<file path="config.mk">
export PLATFORM = sky130hd
export DESIGN_NAME = mdio_master
export DESIGN_NICKNAME = d
export VERILOG_FILES = /design/src/rtl/mdio_pkg.sv /design/src/rtl/mdio_clkgen.sv /design/src/rtl/mdio_seq.sv /design/src/rtl/mdio_master.sv
export SDC_FILE = /design/constraint.sdc
export NUM_CORES = 1
export LEC_CHECK = 0
export BUFFER_PORTS_ARGS = -buffer_cell sky130_fd_sc_hd__buf_2
export CORE_MARGIN = 2
export CORE_UTILIZATION = 30
export CTS_BUF_LIST = sky130_fd_sc_hd__clkbuf_4 sky130_fd_sc_hd__clkbuf_8 sky130_fd_sc_hd__clkbuf_16
export CTS_CLUSTER_DIAMETER = 200
export DETAILED_ROUTE_END_ITERATION = 8
export GPL_TIMING_DRIVEN = 1
export PLACE_DENSITY = 0.46
export SLEW_MARGIN = 20
export SYNTH_ARGS = -nofsm -noshare
export SYNTH_HDL_FRONTEND = slang
export SYNTH_SLANG_ARGS = --single-unit
</file>
<file path="constraint.sdc">
create_clock -name clk -period 2.6 [get_ports clk]
set_input_delay 0.13 -clock clk [delete_from_list [all_inputs] [get_ports clk]]
set_output_delay 0.13 -clock clk [all_outputs]
set_load 0.05 [all_outputs]
</file>
<file path="src/rtl/mdio_pkg.sv">
package mdio_pkg;
  localparam int DIV_W     = 6;
  localparam int ADDR_W    = 5;
  localparam int DATA_W    = 16;
  localparam int PRE_LEN   = 32;
  localparam int HDR_LEN   = PRE_LEN + 4 + 2 * ADDR_W;
  localparam int FRAME_LEN = HDR_LEN + 2 + DATA_W;

  localparam int EN_BIT   = 6;
  localparam int RDY_BIT  = 7;
  localparam int INIT_BIT = 11;
  localparam int OP_LSB   = 14;
  localparam int REG_LSB  = 16;
  localparam int PHY_LSB  = 24;

  typedef enum logic [1:0] {
    OP_NONE = 2'b00,
    OP_WR   = 2'b01,
    OP_RD   = 2'b10,
    OP_BAD  = 2'b11
  } mdio_op_e;

  function automatic logic op_valid(input logic [1:0] op);
    return (op == OP_WR) || (op == OP_RD);
  endfunction

  function automatic logic [FRAME_LEN-1:0] build_frame(
      input logic [1:0] op, input logic [ADDR_W-1:0] phy,
      input logic [ADDR_W-1:0] regad, input logic [DATA_W-1:0] wd);
    return {{PRE_LEN{1'b1}}, 2'b01, op, phy, regad, 2'b10, wd};
  endfunction
endpackage

</file>
<file path="src/rtl/mdio_clkgen.sv">
module mdio_clkgen #(
  parameter int DIV_W = 6
) (
  input  logic             clk,
  input  logic             rst_n,
  input  logic             en,
  input  logic [DIV_W-1:0] div,
  output logic             mdc,
  output logic             rise_tick,
  output logic             fall_tick
);
  logic [DIV_W-1:0] cnt;
  logic             hit;

  assign hit       = en && (cnt >= div);
  assign rise_tick = hit && !mdc;
  assign fall_tick = hit && mdc;

  always_ff @(posedge clk) begin
    if (!rst_n) begin
      cnt <= '0;
      mdc <= 1'b0;
    end else if (!en) begin
      cnt <= '0;
      mdc <= 1'b0;
    end else if (hit) begin
      cnt <= '0;
      mdc <= ~mdc;
    end else begin
      cnt <= cnt + 1'b1;
    end
  end


  mdc_gate_chk: assert property (@(posedge clk) disable iff (!rst_n)
    !en |=> !mdc);
endmodule

</file>
<file path="src/rtl/mdio_seq.sv">
module mdio_seq
  import mdio_pkg::*;
(
  input  logic              clk,
  input  logic              rst_n,
  input  logic              start,
  input  logic [1:0]        op,
  input  logic [ADDR_W-1:0] phy,
  input  logic [ADDR_W-1:0] regad,
  input  logic [DATA_W-1:0] wdata,
  input  logic              rise_tick,
  input  logic              fall_tick,
  input  logic              mdio_i,
  output logic              busy,
  output logic              mdio_o,
  output logic              mdio_oe,
  output logic [DATA_W-1:0] rd_data
);
  localparam int IDX_W = $clog2(FRAME_LEN + 1);

  logic [FRAME_LEN-1:0] shreg;
  logic [IDX_W-1:0]     idx;
  logic                 rd_mode;
  logic [DATA_W-1:0]    cap;
  logic                 frame_end;
  logic                 in_data;

  assign frame_end = busy && fall_tick && (idx == IDX_W'(FRAME_LEN));
  assign in_data   = idx > IDX_W'(FRAME_LEN - DATA_W);

  always_ff @(posedge clk) begin
    if (!rst_n) begin
      busy    <= 1'b0;
      shreg   <= '0;
      idx     <= '0;
      rd_mode <= 1'b0;
      mdio_o  <= 1'b1;
      mdio_oe <= 1'b0;
      cap     <= '0;
      rd_data <= '0;
    end else if (start && !busy) begin
      shreg   <= build_frame(op, phy, regad, wdata);
      rd_mode <= (op == OP_RD);
      idx     <= '0;
      busy    <= 1'b1;
    end else if (busy) begin
      if (frame_end) begin
        busy    <= 1'b0;
        mdio_oe <= 1'b0;
        mdio_o  <= 1'b1;
        if (rd_mode) rd_data <= cap;
      end else if (fall_tick) begin
        mdio_o  <= shreg[FRAME_LEN-1];
        shreg   <= shreg << 1;
        mdio_oe <= !rd_mode || (idx < IDX_W'(HDR_LEN));
        idx     <= idx + 1'b1;
      end
      if (rise_tick && rd_mode && in_data) cap <= {cap[DATA_W-2:0], mdio_i};
    end
  end


  mdio_edge_chk: assert property (@(posedge clk) disable iff (!rst_n)
    !$stable(mdio_o) |-> $past(fall_tick));

  rd_release_chk: assert property (@(posedge clk) disable iff (!rst_n)
    (busy && rd_mode && idx > IDX_W'(HDR_LEN)) |-> !mdio_oe);

  oe_busy_chk: assert property (@(posedge clk) disable iff (!rst_n)
    mdio_oe |-> busy);
endmodule

</file>
<file path="src/rtl/mdio_master.sv">
module mdio_master
  import mdio_pkg::*;
#(
  parameter int         RA_W = 12,
  parameter logic [11:0] BASE = 12'h500
) (
  input  logic            clk,
  input  logic            rst_n,
  input  logic            reg_wr,
  input  logic [RA_W-1:0] reg_addr,
  input  logic [31:0]     reg_wdata,
  output logic [31:0]     reg_rdata,
  output logic            mdc,
  output logic            mdio_o,
  output logic            mdio_oe,
  input  logic            mdio_i
);
  localparam logic [RA_W-1:0] OFF_SETUP = RA_W'(BASE);
  localparam logic [RA_W-1:0] OFF_CTRL  = RA_W'(BASE + 12'h4);
  localparam logic [RA_W-1:0] OFF_WD    = RA_W'(BASE + 12'h8);
  localparam logic [RA_W-1:0] OFF_RD    = RA_W'(BASE + 12'hC);

  logic              en;
  logic [DIV_W-1:0]  div;
  logic [ADDR_W-1:0] phy_f, reg_f;
  logic [1:0]        op_f;
  logic [DATA_W-1:0] wd_r, rd_data;
  logic              busy, rise_tick, fall_tick;
  logic              sel_setup, sel_ctrl, sel_wd;
  logic              init_req, accept;
  logic [1:0]        req_op;
  logic              unused_wbits;

  assign sel_setup    = reg_wr && (reg_addr == OFF_SETUP);
  assign sel_ctrl     = reg_wr && (reg_addr == OFF_CTRL);
  assign sel_wd       = reg_wr && (reg_addr == OFF_WD);
  assign req_op       = reg_wdata[OP_LSB +: 2];
  assign init_req     = sel_ctrl && reg_wdata[INIT_BIT];
  assign accept       = init_req && en && !busy && op_valid(req_op);
  assign unused_wbits = ^{reg_wdata[31:29], reg_wdata[23:21], reg_wdata[13:12], reg_wdata[10:7]};

  always_ff @(posedge clk) begin
    if (!rst_n) begin
      en    <= 1'b0;
      div   <= '0;
      phy_f <= '0;
      reg_f <= '0;
      op_f  <= '0;
      wd_r  <= '0;
    end else begin
      if (sel_setup) begin
        en  <= reg_wdata[EN_BIT];
        div <= reg_wdata[DIV_W-1:0];
      end
      if (sel_ctrl) begin
        phy_f <= reg_wdata[PHY_LSB +: ADDR_W];
        reg_f <= reg_wdata[REG_LSB +: ADDR_W];
        op_f  <= req_op;
      end
      if (sel_wd) wd_r <= reg_wdata[DATA_W-1:0];
    end
  end

  always_comb begin
    reg_rdata = '0;
    case (reg_addr)
      OFF_SETUP: begin
        reg_rdata[DIV_W-1:0] = div;
        reg_rdata[EN_BIT]    = en;
      end
      OFF_CTRL: begin
        reg_rdata[PHY_LSB +: ADDR_W] = phy_f;
        reg_rdata[REG_LSB +: ADDR_W] = reg_f;
        reg_rdata[OP_LSB +: 2]       = op_f;
        reg_rdata[RDY_BIT]           = !busy;
      end
      OFF_WD:  reg_rdata[DATA_W-1:0] = wd_r;
      OFF_RD:  reg_rdata[DATA_W-1:0] = rd_data;
      default: reg_rdata = '0;
    endcase
  end

  mdio_clkgen #(.DIV_W(DIV_W)) u_clk (
    .clk(clk), .rst_n(rst_n), .en(en), .div(div),
    .mdc(mdc), .rise_tick(rise_tick), .fall_tick(fall_tick)
  );

  mdio_seq u_seq (
    .clk(clk), .rst_n(rst_n), .start(accept), .op(req_op),
    .phy(reg_wdata[PHY_LSB +: ADDR_W]), .regad(reg_wdata[REG_LSB +: ADDR_W]),
    .wdata(wd_r), .rise_tick(rise_tick), .fall_tick(fall_tick),
    .mdio_i(mdio_i), .busy(busy), .mdio_o(mdio_o), .mdio_oe(mdio_oe),
    .rd_data(rd_data)
  );


  ready_drop_chk: assert property (@(posedge clk) disable iff (!rst_n)
    accept |=> busy);

  disabled_ignore_chk: assert property (@(posedge clk) disable iff (!rst_n)
    (init_req && !en && !busy) |=> !busy);

  bad_op_ignore_chk: assert property (@(posedge clk) disable iff (!rst_n)
    (init_req && !op_valid(req_op) && !busy) |=> !busy);
endmodule

</file>
==> load_flow_metrics.sql <==
INSERT INTO impl_metrics (metric_group, metric, value, unit) VALUES
('synthesis', 'synthDistinctLibCells', '55', ''),
('cts', 'cts_buffer_depth', '2', ''),
('route', 'number_of_violations_reported_at_the_end_of_detailed_routing_iteration_0', '337', ''),
('power_and_ir_drop', 'clkPwrFrac', '51.6', '%'),
('status', 'run_status', 'finished, final reports clean', ''),
('setup_path', 'arrival', '2620', 'ps'),
('grt', 'grt.overflow.total', '0', ''),
('cts', 'cts_tree', 'yes', ''),
('power_and_ir_drop', 'combPwrFrac', '3.4', '%'),
('cells_and_area', 'post-route-util', '37.1', '%'),
('route', 'detailedRoute.firstPassIterationCount', '7', ''),
('place', 'final_gp_congestion', '0.789', ''),
('floorplan', 'ioPinCount', '83', ''),
('synthesis', 'post_synth_inst_count', '782', ''),
('synthesis', 'postSynthRegisterBits', '149', ''),
('setup_path', 'crit_path_start_kind', 'flop', ''),
('floorplan', 'die-area', '24400', 'sq um'),
('floorplan', 'die_y', '156', 'um'),
('timing', 'setup-violations-final', '0', ''),
('synthesis', 'synth_top_area_cell', 'dfxtp_1', ''),
('floorplan', 'rows', '55', ''),
('setup_path', 'crit_path_max_fanout', '33', ''),
('cts', 'cts.root.buffer_cell', 'clkbuf_16', ''),
('floorplan', 'initial_utilization', '30.6', '%'),
('grt', 'grt_first_pass_wirelength', '30800', 'um'),
('grt', 'first_global_vias', '5753', ''),
('route', 'route.final.wire_length', '18600', 'um'),
('synthesis', 'yosys_warnings', '0', ''),
('grt', 'total_global_routing_track_utilization', '15.9', '%'),
('timing', 'max_slew_margin', '55.0', '%'),
('synthesis', 'post-synth-top-area-fraction', '42.9', '%'),
('route', 'detail_route.drc_violations', '0', ''),
('place', 'portbufs', '70', ''),
('timing', 'setup_repair_after_global_routing_missed_its_margin', 'false', ''),
('cells_and_area', 'num_antenna_cells', '0', ''),
('setup_path', 'timing.setup.critical_path_class', 'reg2reg', ''),
('setup_path', 'cp.required', '2920', 'ps'),
('floorplan', 'core-area', '22700', 'sq um'),
('route', 'routed_wire_length_per_instance', '16.1', 'um'),
('power_and_ir_drop', 'power.sequential.fraction', '45.0', '%'),
('place', 'dp_hpwl', '12200', 'um'),
('setup_path', 'cp-end-kind', 'flop', ''),
('floorplan', 'die_x', '156', 'um'),
('grt', 'grt_start_max_net_pins', '58', ''),
('cts', 'clk_pin_slew', '70', 'ps'),
('setup_path', 'setup_slack_of_the_worst_register_to_register_path', '300', 'ps'),
('power_and_ir_drop', 'powerDensity', '602', 'nW/um^2'),
('timing', 'timing_worst_slew_pin_value', '675', 'ps'),
('cts', 'number_of_sinks_on_the_clock_net', '149', ''),
('timing', 'finalMaxSlewViolations', '0', ''),
('power_and_ir_drop', 'total_leakage_power', '3.45', 'nW'),
('synthesis', 'synth_area_leaders', 'dfxtp_1 (43%), o311a_1 (4.9%), nand2_1 (4.9%)', ''),
('timing', 'timing.final.hold_violations', '0', ''),
('power_and_ir_drop', 'power.net_switching', '1.18', 'mW'),
('timing', 'tns', '0', 'ps'),
('synthesis', 'syn-cell-area', '6950', 'sq um'),
('cts', 'clk-insertion-delay-late', '430', 'ps'),
('route', 'drt-vias-per-instance', '5.08', ''),
('cts', 'ctsHtreeMaxLevel', '4', ''),
('power_and_ir_drop', 'swShare', '23.2', '%'),
('cells_and_area', 'layout.nets', '910', ''),
('route', 'antenna_left', '0', ''),
('timing', 'clock-skew-final', '13.6', 'ps'),
('grt', 'grt_antenna_before_repair', '0', ''),
('synthesis', 'sequential_area_share_after_synthesis', '42.9', '%'),
('timing', 'max_freq', '435', 'MHz'),
('power_and_ir_drop', 'maximum_vdd_drop', '323', 'uV'),
('cts', 'cts_made_buffers', '17', ''),
('timing', 'final.period_utilization', '88.5', '%'),
('timing', 'period_minus_slack', '2300', 'ps'),
('cells_and_area', 'flow.area_growth_from_synthesis', '21.3', '%'),
('run', 'maxCapViolations', '0', ''),
('worst_hold_path', 'hold_class', 'in2reg', ''),
('cells_and_area', 'layout-drive-gt1-share', '17.1', '%'),
('power_and_ir_drop', 'internal_power', '3.90', 'mW'),
('route', 'vias', '5842', ''),
('synthesis', 'syn_avg_cell_area', '8.88', 'sq um');
## logic make-up (layout without fill, tap and decap cells)
kind of cell               count (synthesis)  in the layout  share of synthesized area [%]
AOI/OAI and AO/OA                        239            239                           23.7
other                                      1              6                         0.0540
adders and majority gates                 10             10                           1.80
muxes                                     30             30                           4.32
DFF                                      149            149                           42.9
xor gates and xnor gates                   5              5                          0.631
buffers and inverters                     89            167                           6.34
and+or+nand+nor                          259            259                           20.2
## cells in the final DEF (no fill, tap or decap), types with 29 or more instances in the layout
cell / instances
dfxtp_1: 149
nand2_1: 90
buf_2: 69
o21ai_0: 56
a21oi_1: 38
a21boi_0: 36
or3_1: 34
o311a_1: 34
and3_1: 31
mux2i_1: 30
nand3_1: 29
## sequential cells by signal, summed over array words and instances (netlist names), 5 cells and up
name / cells
u_seq.shreg: 64
u_seq.cap: 16
u_seq.rd_data: 16
wd_r: 16
u_seq.idx: 7
div: 6
u_clk.cnt: 6
phy_f: 5
reg_f: 5
## final cells by class
| type | instances | area (sq um) |
|---|---|---|
| fill | 2364 | 14300 |
| multi-input combinational | 549 | 3560 |
| sequential | 149 | 2980 |
| timing repair buffer | 123 | 863 |
| clock buffer | 17 | 425 |
| tap | 285 | 357 |
| clock inverter | 15 | 191 |
| inverter | 12 | 45.0 |
## path summary, 6_finish.rpt
kind	from	to	depth (start not counted)
max reg2reg	u_clk.cnt[0]$_SDFF_PP0_	u_seq.shreg[18]$_SDFFE_PN0P_	8
min reg2reg	u_seq.shreg[15]$_SDFFE_PN0P_	u_seq.shreg[16]$_SDFFE_PP0P_	2
max	u_clk.cnt[0]$_SDFF_PP0_	u_seq.shreg[18]$_SDFFE_PN0P_	8
min	reg_wdata[14]	op_f[0]$_SDFFE_PN0N_	3
## power groups by stage
stage	sequential, mW	clock [mW]	combinational (mW)
finish	2.28	2.62	0.172
global route	2.28	2.79	0.187
CTS	2.28	2.70	0.174
detailed placement	2.33	0	0.145
global placement	2.33	0	0.146
floorplan	2.33	0	0.0839
## what timing repair did
item,4_1_cts,5_1_grt
endpoints found under the hold margin,31,0
endpoints found under the setup margin,0,0
buffers inserted,0,0
resized for setup,0,0
hold buffers,25,0
## worst max-delay path, stage by stage (launching register included)
cell,delay (ps)
dfxtp_1,370
inv_1,60
ha_1,260
nand2b_1,140
a21oi_1,300
o221ai_4,320
buf_12,270
and3_1,180
o31a_1,290
## cell usage after synthesis (all sizes together)
master / number
ha: 10
nand2b: 2
xnor2: 3
a21boi: 47
nor2b: 10
and4: 2
a22oi: 7
and2: 20
a22o: 6
clkbuf: 38
or4: 4
conb: 1
nor2: 18
o31a: 17
nand3: 31
dfxtp: 149
mux2i: 30
o221ai: 1
nor3: 1
a31oi: 12
o31ai: 6
o221a: 1
nand2: 90
and3b: 1
and4b: 1
nor4b: 1
xor2: 2
a21oi: 38
and3: 32
o21ai: 67
inv: 12
o211ai: 3
or2: 2
nor4: 5
nand4: 3
nor3b: 1
o311a: 34
buf: 39
or3: 35
## stage by stage
step                instance area [sq um]  hold WS [ps]  worst slack [ps]  power [mW]  cells
floorplan                            6970           269               311        2.42    787
global placement                     7560           394               287        2.48   1093
detailed placement                   7560           396               269        2.48   1093
CTS                                  8430          9.83               255        5.15   1150
global route                         8430          28.8              37.6        5.26   1150
finish                               8430          17.8               299        5.07   1150
## routing by layer
layer,GRT usage (%),wire [um]
met1,22.9,9540
met2,24.4,8340
met5,0,0
met4,3.80,116
met3,3.19,563
Power figures use the tool's default switching activity.
